===== src/rtl/serlp_pkg.sv =====
package serlp_pkg;

    // True when code lies inside [lo, hi].
    function automatic logic code_in_range(input int unsigned code,
                                           input int unsigned lo,
                                           input int unsigned hi);
        return (code >= lo) && (code <= hi);
    endfunction

endpackage


===== src/rtl/serlp_edge_detect.sv =====
module serlp_edge_detect (
    input  logic clk,
    input  logic rst_n,
    input  logic sync_i,
    output logic rise_o
);

    typedef struct packed {
        logic prev;
    } state_t;

    state_t state_d, state_q;

    always_comb begin
        state_d      = state_q;
        state_d.prev = sync_i;
    end

    always_ff @(posedge clk or negedge rst_n) begin
        if (!rst_n) state_q <= '0;
        else        state_q <= state_d;
    end

    assign rise_o = sync_i & ~state_q.prev;

endmodule


===== src/rtl/serlp_phase_decode.sv =====
module serlp_phase_decode #(
    parameter int unsigned SEL_W     = 4,
    parameter int unsigned MIN_PHASE = 4,
    parameter int unsigned MAX_PHASE = 13,
    parameter int unsigned DEF_PHASE = 6,
    parameter int unsigned TAP_W     = 4
) (
    input  logic [SEL_W-1:0] sel_i,
    output logic [TAP_W-1:0] tap_o,
    output logic             illegal_o
);

    import serlp_pkg::*;

    logic legal;

    always_comb begin
        legal     = code_in_range(32'(sel_i), MIN_PHASE, MAX_PHASE);
        illegal_o = ~legal;
        tap_o     = legal ? TAP_W'(sel_i) : TAP_W'(DEF_PHASE);
    end

endmodule


===== src/rtl/serlp_tap_line.sv =====
module serlp_tap_line #(
    parameter int unsigned DEPTH = 14,
    parameter int unsigned TAP_W = 4
) (
    input  logic             clk,
    input  logic             rst_n,
    input  logic             insert_i,
    input  logic [TAP_W-1:0] tap_i,
    output logic             pulse_o
);

    typedef struct packed {
        logic [DEPTH-1:0] line;
    } state_t;

    state_t           state_d, state_q;
    logic [DEPTH-1:0] stage_next;

    // Each slot takes the slot above it, or a freshly launched pulse.
    for (genvar i = 0; i < DEPTH; i++) begin : g_stage
        if (i == DEPTH - 1) begin : g_top
            assign stage_next[i] = insert_i && (tap_i == TAP_W'(i));
        end else begin : g_mid
            assign stage_next[i] = (insert_i && (tap_i == TAP_W'(i)))
                                 || state_q.line[i+1];
        end
    end

    always_comb begin
        state_d      = state_q;
        state_d.line = stage_next;
    end

    always_ff @(posedge clk or negedge rst_n) begin
        if (!rst_n) state_q <= '0;
        else        state_q <= state_d;
    end

    assign pulse_o = state_q.line[0];

endmodule


===== src/rtl/serlp_load_pulse_gen.sv =====
module serlp_load_pulse_gen #(
    parameter int unsigned SEL_W     = 4,
    parameter int unsigned MIN_PHASE = 4,
    parameter int unsigned MAX_PHASE = 13,
    parameter int unsigned DEF_PHASE = 6
) (
    input  logic             clk_fast,
    input  logic             rst_n,
    input  logic             sync_i,
    input  logic [SEL_W-1:0] phase_sel_i,
    output logic             load_pulse_o,
    output logic             sel_err_o
);

    localparam int unsigned LINE_DEPTH = MAX_PHASE + 1;
    localparam int unsigned TAP_W      = $clog2(LINE_DEPTH);

    typedef struct packed {
        logic sel_err;
    } state_t;

    state_t           state_d, state_q;
    logic             rise;
    logic             illegal;
    logic [TAP_W-1:0] tap;

    serlp_edge_detect u_edge (
        .clk    (clk_fast),
        .rst_n  (rst_n),
        .sync_i (sync_i),
        .rise_o (rise)
    );

    serlp_phase_decode #(
        .SEL_W     (SEL_W),
        .MIN_PHASE (MIN_PHASE),
        .MAX_PHASE (MAX_PHASE),
        .DEF_PHASE (DEF_PHASE),
        .TAP_W     (TAP_W)
    ) u_decode (
        .sel_i     (phase_sel_i),
        .tap_o     (tap),
        .illegal_o (illegal)
    );

    serlp_tap_line #(
        .DEPTH (LINE_DEPTH),
        .TAP_W (TAP_W)
    ) u_line (
        .clk      (clk_fast),
        .rst_n    (rst_n),
        .insert_i (rise),
        .tap_i    (tap),
        .pulse_o  (load_pulse_o)
    );

    always_comb begin
        state_d = state_q;
        if (rise) state_d.sel_err = illegal;
    end

    always_ff @(posedge clk_fast or negedge rst_n) begin
        if (!rst_n) state_q <= '0;
        else        state_q <= state_d;
    end

    assign sel_err_o = state_q.sel_err;

endmodule


===== config.mk =====
export PLATFORM = sky130hd
export DESIGN_NAME = serlp_load_pulse_gen
export DESIGN_NICKNAME = d
export VERILOG_FILES = /design/src/rtl/serlp_pkg.sv /design/src/rtl/serlp_edge_detect.sv /design/src/rtl/serlp_phase_decode.sv /design/src/rtl/serlp_tap_line.sv /design/src/rtl/serlp_load_pulse_gen.sv
export SDC_FILE = /design/constraint.sdc
export NUM_CORES = 1
export LEC_CHECK = 0
export CAP_MARGIN = 40
export CORE_MARGIN = 1.5
export CORE_UTILIZATION = 45
export CTS_CLUSTER_SIZE = 30
export DETAILED_ROUTE_END_ITERATION = 12
export HOLD_SLACK_MARGIN = 0.08
export PLACE_DENSITY = 0.69
export RECOVER_POWER = 100
export SLEW_MARGIN = 20
export SYNTH_ARGS = -nofsm -noshare
export SYNTH_HDL_FRONTEND = slang
export SYNTH_HIERARCHICAL = 1
export SYNTH_SLANG_ARGS = --single-unit

===== constraint.sdc =====
create_clock -name clk_fast -period 1.38 [get_ports clk_fast]
set_input_delay 0.276 -clock clk_fast [delete_from_list [all_inputs] [get_ports clk_fast]]
set_output_delay 0.276 -clock clk_fast [all_outputs]
set_load 0.05 [all_outputs]

Word-level counts from Yosys, hierarchy flattened
Cells that the tools add are included.

Input bits: 7. Output and inout port bits: 2. Register bits: 16.

Bitwise logic cells: 3. Eq/ne operators: 13. Reductions and logical operators: 29. Order comparisons: 2. Multiplexer cells: 1.

Operators by type and width (count): == test 4 bit (second input constant) (6); == test 4 x 3 -> 1 bit (second input constant) (4); logical AND 1 bit (15); logical OR 1 bit (13); == test 4 x 2 -> 1 bit (second input constant) (2); == test 4 x 1 -> 1 bit (second input constant) (1); >= comparator 4 x 3 -> 1 bit (second input constant) (1); <= comparator 4 bit (second input constant) (1); logical NOT 4 bit (1); two-way mux 4 bit (1); NOT 1 bit (2); bitwise AND 1 bit (1).

Depth between registers and ports, before layout
Gate-level depths: netlist of the first run.

Depth after elaboration: 6. Gate-level depth with buffers: 4. Gate-level depth less buffers: 4.

By module
Netlist of the first run, hierarchy kept.

By module, submodules not included: serlp_tap_line (instances 1, sequential area each 350.3 um^2, cells each 42, area an instance 558.0 um^2); serlp_phase_decode (instances 1, sequential area each 0.0 um^2, cells each 6, area an instance 41.3 um^2); serlp_load_pulse_gen (instances 1, sequential area each 25.0 um^2, cells each 2, area an instance 40.0 um^2); serlp_edge_detect (instances 1, sequential area each 25.0 um^2, cells each 2, area an instance 38.8 um^2).

Worst setup path before layout of the first run
No wires, ideal clock.

Kind: in2reg. From: in phase_sel_i[3]. To: reg u_line/state_q[3] (netlist bit). Data required time: 1.256 ns. Setup time: 0.124 ns. Slack: 0.199 ns. Arrival: 1.057 ns. Stages on the path: 3. Path buffers: 0. Path through: a21boi_1 -> nand2b_4 -> o21bai_1.

Longest elaborated chain between the ends: 6. Elaborated cells between the ends (all ways): 7.

RTL lines: start, declared (RTL line serlp_load_pulse_gen.sv:10) `input logic [SEL_W-1:0] phase_sel_i,`; >= comparator 4 x 3 -> 1 bit / <= comparator 4 bit (equally long branches) (RTL line serlp_pkg.sv:7) `return (code >= lo) && (code <= hi);`; logical AND 1 bit (RTL line serlp_pkg.sv:7); two-way mux 4 bit * (RTL line serlp_phase_decode.sv:20) `tap_o = legal ? TAP_W'(sel_i) : TAP_W'(DEF_PHASE);`; == test 4 x 2 -> 1 bit * (RTL line serlp_tap_line.sv:24) `assign stage_next[i] = (insert_i && (tap_i == TAP_W'(i)))`; logical AND 1 bit * (RTL line serlp_tap_line.sv:24); logical OR 1 bit * (RTL line serlp_tap_line.sv:25) `|| state_q.line[i+1];`; named net u_line.stage_next[3] (RTL line serlp_tap_line.sv:17) `logic [DEPTH-1:0] stage_next;`; end signal, assigned (RTL line serlp_tap_line.sv:36) `else state_q <= state_d;`; end, declared (RTL line serlp_tap_line.sv:16) `state_t state_d, state_q;`.

The timed path passes the listed nets; every way through them passes the cells marked *. A chain may end at the register's enable or synchronous reset.

Final worst setup path of the first run
From: in phase_sel_i[1]. To: reg u_line/state_q[4] (netlist bit).

Longest elaborated chain between the ends: 6. Elaborated cells between the ends (all ways): 7.

RTL lines: >= comparator 4 x 3 -> 1 bit / <= comparator 4 bit (equally long branches) (RTL line serlp_pkg.sv:7); logical AND 1 bit * (RTL line serlp_pkg.sv:7); two-way mux 4 bit * (RTL line serlp_phase_decode.sv:20); named net tap[0] (RTL line serlp_load_pulse_gen.sv:25) `logic [TAP_W-1:0] tap;`; == test 4 x 3 -> 1 bit * (RTL line serlp_tap_line.sv:24); logical AND 1 bit * (RTL line serlp_tap_line.sv:24); logical OR 1 bit * (RTL line serlp_tap_line.sv:25); named net u_line.stage_next[4] (RTL line serlp_tap_line.sv:17).

Marked as above.

==> reports/qor.txt, run 1 <==
Status: complete, no violations
Final wirelength: 1300 um
Cell taking the most area after synthesis: dfrtp_1
Postcts setup bufs: 0
Ys Warns: 6
Clk_lat worst skew: 280 ps
First-pass GRT wire length: 2190 um
Vias after detailed routing: 457
Peak VDD IR: 0.000689 V
PD cells: 1140 nW/um^2
Nets: 80
Number of flops mapped to enable cells by yosys: 0
Asr flop ratio synth: 100%
Tcrit/Tclk final: 97.2%
Post-detail-place hpwl: 861 um
I/O pin cnt: 9
Setup TNS Final: 0 ps
Setup-violating endpoint count in the final report: 0
Cell Area, Placed: 857 sq um
Avg WL per Cell: 14.9 um
Total GRT Usage: 17.5%
CP delay by family, top: buffers and inverters
Post-layout min period: 1340 ps
CP Class: input port to register
Pin count of the biggest net entering global routing: 17
Crit path cell chain: clkdlybuf4s50_1, nand3_1, o211a_1, nand3b_1, o31ai_1
CP max FO: 5
Core Area: 1350 sq um
Flop and latch count out of synthesis: 16
Post-synth top area share: 59.0%
Leak Pwr: 0.412 nW
Hold WC Path Type: register to register
Commonest register cell after synthesis: dfrtp_1
Vias in the first global route: 465
Die Width: 41.8 um
CTS sink cnt: 16
Fillers: 112
Residual DRC: 0
Port Buffers: 8
RSZ-0062 raised after global routing: yes
Site Rows: 13
H-tree depth: 1
Largest family of logic cells by synthesized area: compound AO/OA/AOI/OAI gates
Congestion Overflow GR: 0
Synth top cells by count: dfrtp_1 (16), o21bai_1 (8), inv_1 (6)
Syn avg cell area: 13.0 sq um
Reg clk slew, reported paths: 90 ps
Post-synthesis compound-gate area fraction: 20.5%
Count leader, synth: dfrtp_1
TritonCTS buffer count: 3
Final hold vios: 0
Post-Synth Adder-Cell Area: 0%
Post-synthesis cell count: 52
Initial Util: 50.2%
Mux contribution to synthesized area: 2.21%
CP bufs+invs: 1
Synthesized area: 678 sq um
Crit path largest cell delay: 500 ps
Post-DRT Antenna Nets: 0
CTS Buffer Depth: 2
Synth Area in XOR/XNOR: 0%
Max Cap Viol: 0
Die area: 1750 sq um
CP max-delay cell: clkdlybuf4s50_1
CP arrival: 1530 ps
Net Count, Synth: 59
Slew at the pin closest to its max-slew limit: 804 ps
Synth area leaders: dfrtp_1 (59%), o21bai_1 (8.9%), nand2b_4 (6.1%)
RePlAce Congestion: 0.774
Register area share after synthesis: 59.0%
Post-route cell area: 865 sq um
Chip Height: 41.8 um
Initial DRC Count: 5
Distinct cells, synth: 17
Startpoint type of the worst setup path: input port
# diodes: 0
Crit. End Element: register
Simple-Gate Fraction of Synth Area: 14.9%
Final Slew Violations: 0
Setup Skew: 1.70 ps
Via density: 5.25
DRT Pass-1 Iters: 4
Max frequency: 746 MHz
Share of layout cells above drive strength 1: 29.2%
Initial antenna violation count: 0
CP required: 1570 ps
Worst rel slew slack: 46.4%
Area grow syn2layout: 27.5%
Root buffer cell: clkbuf_4
CTS tree: built
[through the flow]
stage	cells	power, mW	hold slack [ps]	util [%]	worst slack, ps
2_1_floorplan	52	0.620	-19.6	-	199
3_3_place_gp	83	0.720	419	63.5	-248
3_5_place_dp	83	0.724	428	63.5	-287
4_1_cts	87	1.03	310	66.0	22.6
5_1_grt	87	1.05	458	64.0	-5.23
6_report	87	0.987	445	64.0	38.8
[routing by layer]
layer / share of wire (%) / up-vias / global-route usage [%]
li1: - / 223 / -
met1: 46 / 224 / 21.8
met2: 51 / 10 / 27.8
met3: 2.8 / 0 / 5.22
met4: 0 / 0 / 7.74
met5: 0 / - / 0
[path summary, 6_finish.rpt]
check                                  start                  to  slack (ps)  cells after the start
max in group asynchronous              rst_n  u_line/state_q[12]         290                      2
min in group asynchronous              rst_n   u_line/state_q[8]         600                      2
max reg2reg                   u_edge/state_q   u_line/state_q[4]         230                      3
min reg2reg                u_line/state_q[6]   u_line/state_q[5]         450                      2
min                        u_line/state_q[6]   u_line/state_q[5]         450                      2
max                           phase_sel_i[1]   u_line/state_q[4]          40                      5
[sequential cells by signal (all words and copies together), names as in the netlist]
name            cells
u_line/state_q     14
sel_err_o           1
u_edge/state_q      1
[power by group]
group	leakage, nW	switching [mW]	internal, mW
combinational	0.177	0.0992	0.0737
clock	0.0210	0.141	0.161
sequential	0.214	0.0110	0.501
total	0.412	0.251	0.735
[repair_timing]
item	CTS	global route
gates resized for setup	2	1
setup endpoints to repair	1	2
pin swaps	1	1
hold buffers	0	0
[final cells by class]
| type | count | area (sq um) | area share [%] |
|---|---|---|---|
| repair buffers | 16 | 124 | 14.3 |
| inverters | 6 | 22.5 | 2.60 |
| well taps | 15 | 18.8 | 2.17 |
| clock buffers | 4 | 36.3 | 4.20 |
| flip-flops and latches | 16 | 400 | 46.3 |
| multi-input cells | 30 | 263 | 30.4 |
[placed cells by master, fill, tap and decap left out]
cell,count
clkbuf_4,3
o31ai_1,3
dlygate4sd2_1,2
o21bai_1,8
buf_4,7
o21ai_0,1
clkdlybuf4s50_1,2
nor2_1,1
nand2_1,1
a21boi_1,1
nand3_1,2
clkbuf_8,1
o211a_1,1
o31ai_2,2
o41ai_2,1
dfrtp_1,16
inv_1,6
nand2b_1,1
clkbuf_2,2
nand2b_4,3
clkbuf_1,1
nor2b_4,1
dlygate4sd3_1,2
nand3b_1,3
mux2_4,1
[kinds of logic after synthesis]
family / Yosys count
AOI/OAI and AO/OA: 17
DFF: 16
and+or+nand+nor: 12
buffers and inverters: 6
muxes: 1
[worst min-delay path, stage by stage (launching register included)]
cell and delay [ps]:
dfrtp_1 330, inv_1 40, o31ai_2 50
(Power assumes the default switching activity.)
==> run 2: changes to the inputs <==
--- a/config.mk
+++ b/config.mk
@@ -10,7 +10,7 @@
 export CORE_UTILIZATION = 45
 export CTS_CLUSTER_SIZE = 30
 export DETAILED_ROUTE_END_ITERATION = 12
-export HOLD_SLACK_MARGIN = 0.08
+export HOLD_SLACK_MARGIN = 0.03
 export PLACE_DENSITY = 0.69
 export RECOVER_POWER = 100
 export SLEW_MARGIN = 20
==> constraint.sdc (replaced) <==
create_clock -name clk_fast -period 1.6 [get_ports clk_fast]
set_input_delay 0.32 -clock clk_fast [delete_from_list [all_inputs] [get_ports clk_fast]]
set_output_delay 0.32 -clock clk_fast [all_outputs]
set_load 0.05 [all_outputs]
==> reports/qor.txt, run 2 (synthesized netlist as in run 1, its figures left out) <==
CTS tree: built
Hold WC Path Type: register to register
Leak Pwr: 0.389 nW
Nets: 78
Max Cap Viol: 0
CP delay by family, top: simple AND/OR/NAND/NOR gates
Chip Height: 41.8 um
First-pass GRT wire length: 2250 um
Total GRT Usage: 17.1%
Root buffer cell: clkbuf_4
CP Class: input port to register
Residual DRC: 0
Cell Area, Placed: 817 sq um
Hold Crit Depth: 2
Cell count along the critical path: 4
Postcts setup bufs: 0
CP arrival: 1640 ps
Final wirelength: 1230 um
Worst reg-to-reg setup slack: 380 ps
Slew at the pin closest to its max-slew limit: 829 ps
Final Slew Violations: 0
DRT Pass-1 Iters: 2
RePlAce Congestion: 0.760
Site Rows: 13
Sequential share of power: 52.2%
Crit path largest cell delay: 540 ps
RSZ-0062 raised after global routing: no
Area grow syn2layout: 23.1%
Die Width: 41.8 um
Crit. End Element: register
Startpoint type of the worst setup path: input port
Critical path origin: sync_i
Initial Util: 50.2%
Post-detail-place hpwl: 867 um
Util after Layout: 61.8%
Peak VDD IR: 0.000507 V
# diodes: 0
TritonCTS buffer count: 3
Fin Hold WS: 444 ps
Most common cell after layout, fill and taps aside: dfrtp_1
CP max FO: 6
Reg2Reg Depth: 3
Tcrit/Tclk final: 89.8%
Share of layout cells above drive strength 1: 24.3%
CTS Buffer Depth: 2
Reg area: 400 sq um
CTS sink cnt: 16
Setup ws final: 164 ps
Max frequency: 696 MHz
Congestion Overflow GR: 0
CTS resizes: 0
Top reg by flops: u_line/state_q
Via density: 5.19
Core Area: 1350 sq um
Reg-to-Reg Start: u_edge/state_q
CP bufs+invs: 1
Vias after detailed routing: 441
Net Sw Frac: 25.5%
End point of the critical path: u_line/state_q[1]
Post-layout min period: 1440 ps
Internal power: 0.629 mW
Setup Skew: 7.49 ps
Initial antenna violation count: 0
Comb pwr share: 16.5%
R2r endpoint: u_line/state_q[1]
Clock share of power: 31.4%
CP max-delay cell: dlygate4sd3_1
CP required: 1800 ps
Setup-violating endpoint count in the final report: 0
Crit path cell chain: dlygate4sd3_1, nor2b_2, nand3b_1, o31ai_1
Final hold vios: 0
Die area: 1750 sq um
Status: complete, no violations
Multi-input logic area: 245 sq um
I/O pin cnt: 9
Pin count of the biggest net entering global routing: 17
Most frequent cells in the layout: dfrtp_1 (16), o21bai_1 (8), inv_1 (6)
Total power: 0.845 mW
Vias in the first global route: 474
NetSw: 0.216 mW
PD cells: 1010 nW/um^2
Hold buffer count at cts: 0
Initial DRC Count: 9
Fillers: 111
Clk_lat worst skew: 290 ps
Setup WS pre-CTS: -99.6 ps
Max FFs per register: 14
Avg WL per Cell: 14.4 um
Reg clk slew, reported paths: 100 ps
Port Buffers: 8
Worst rel slew slack: 44.8%
H-tree depth: 1
Post-DRT Antenna Nets: 0
Post-route cell area: 835 sq um
[run 2: stage by stage]
stage,setup TNS [ps],cells
6_report,0,85
5_1_grt,0,85
4_1_cts,0,85
3_5_place_dp,-463,81
3_3_place_gp,-210,81
2_1_floorplan,0,52
[run 2: tightest hold or removal path, stage by stage, from the launching register on]
cell and delay [ps]:
dfrtp_1 330, inv_1 40, o31ai_1 50
[run 2: worst min-delay path by stage]
stage | slack [ps] | start | end
2_1_floorplan | 20 | rst_n | sel_err_o
3_3_place_gp | 420 | u_line/state_q[9] | u_line/state_q[8]
3_5_place_dp | 420 | u_line/state_q[5] | u_line/state_q[4]
4_1_cts | 350 | rst_n | u_line/state_q[0]
5_1_grt | 470 | u_line/state_q[2] | u_line/state_q[1]
6_report | 440 | u_line/state_q[5] | u_line/state_q[4]
[run 2: routing by layer]
metal | track usage, % | share of wire (%) | vias up
met5 | 0 | 0 | -
met4 | 5.81 | 0.49 | 0
met3 | 5.22 | 2.4 | 3
met2 | 25.9 | 45 | 6
met1 | 23.2 | 52 | 215
li1 | - | - | 217
[run 2: power by group through the flow]
stage	clock network, mW	registers [mW]	logic (mW)
final	0.265	0.441	0.139
after global routing	0.289	0.444	0.152
after CTS	0.272	0.442	0.150
after detailed placement	0	0.450	0.148
after global placement	0	0.449	0.147
after floorplan	0	0.473	0.0618
[run 2: layout make-up]
cell class | count | share of cell area, %
well taps | 15 | 2.25
flip-flops and latches | 16 | 48.0
repair buffers | 14 | 13.3
multi-input cells | 30 | 29.4
clock buffers | 4 | 4.35
inverters | 6 | 2.70
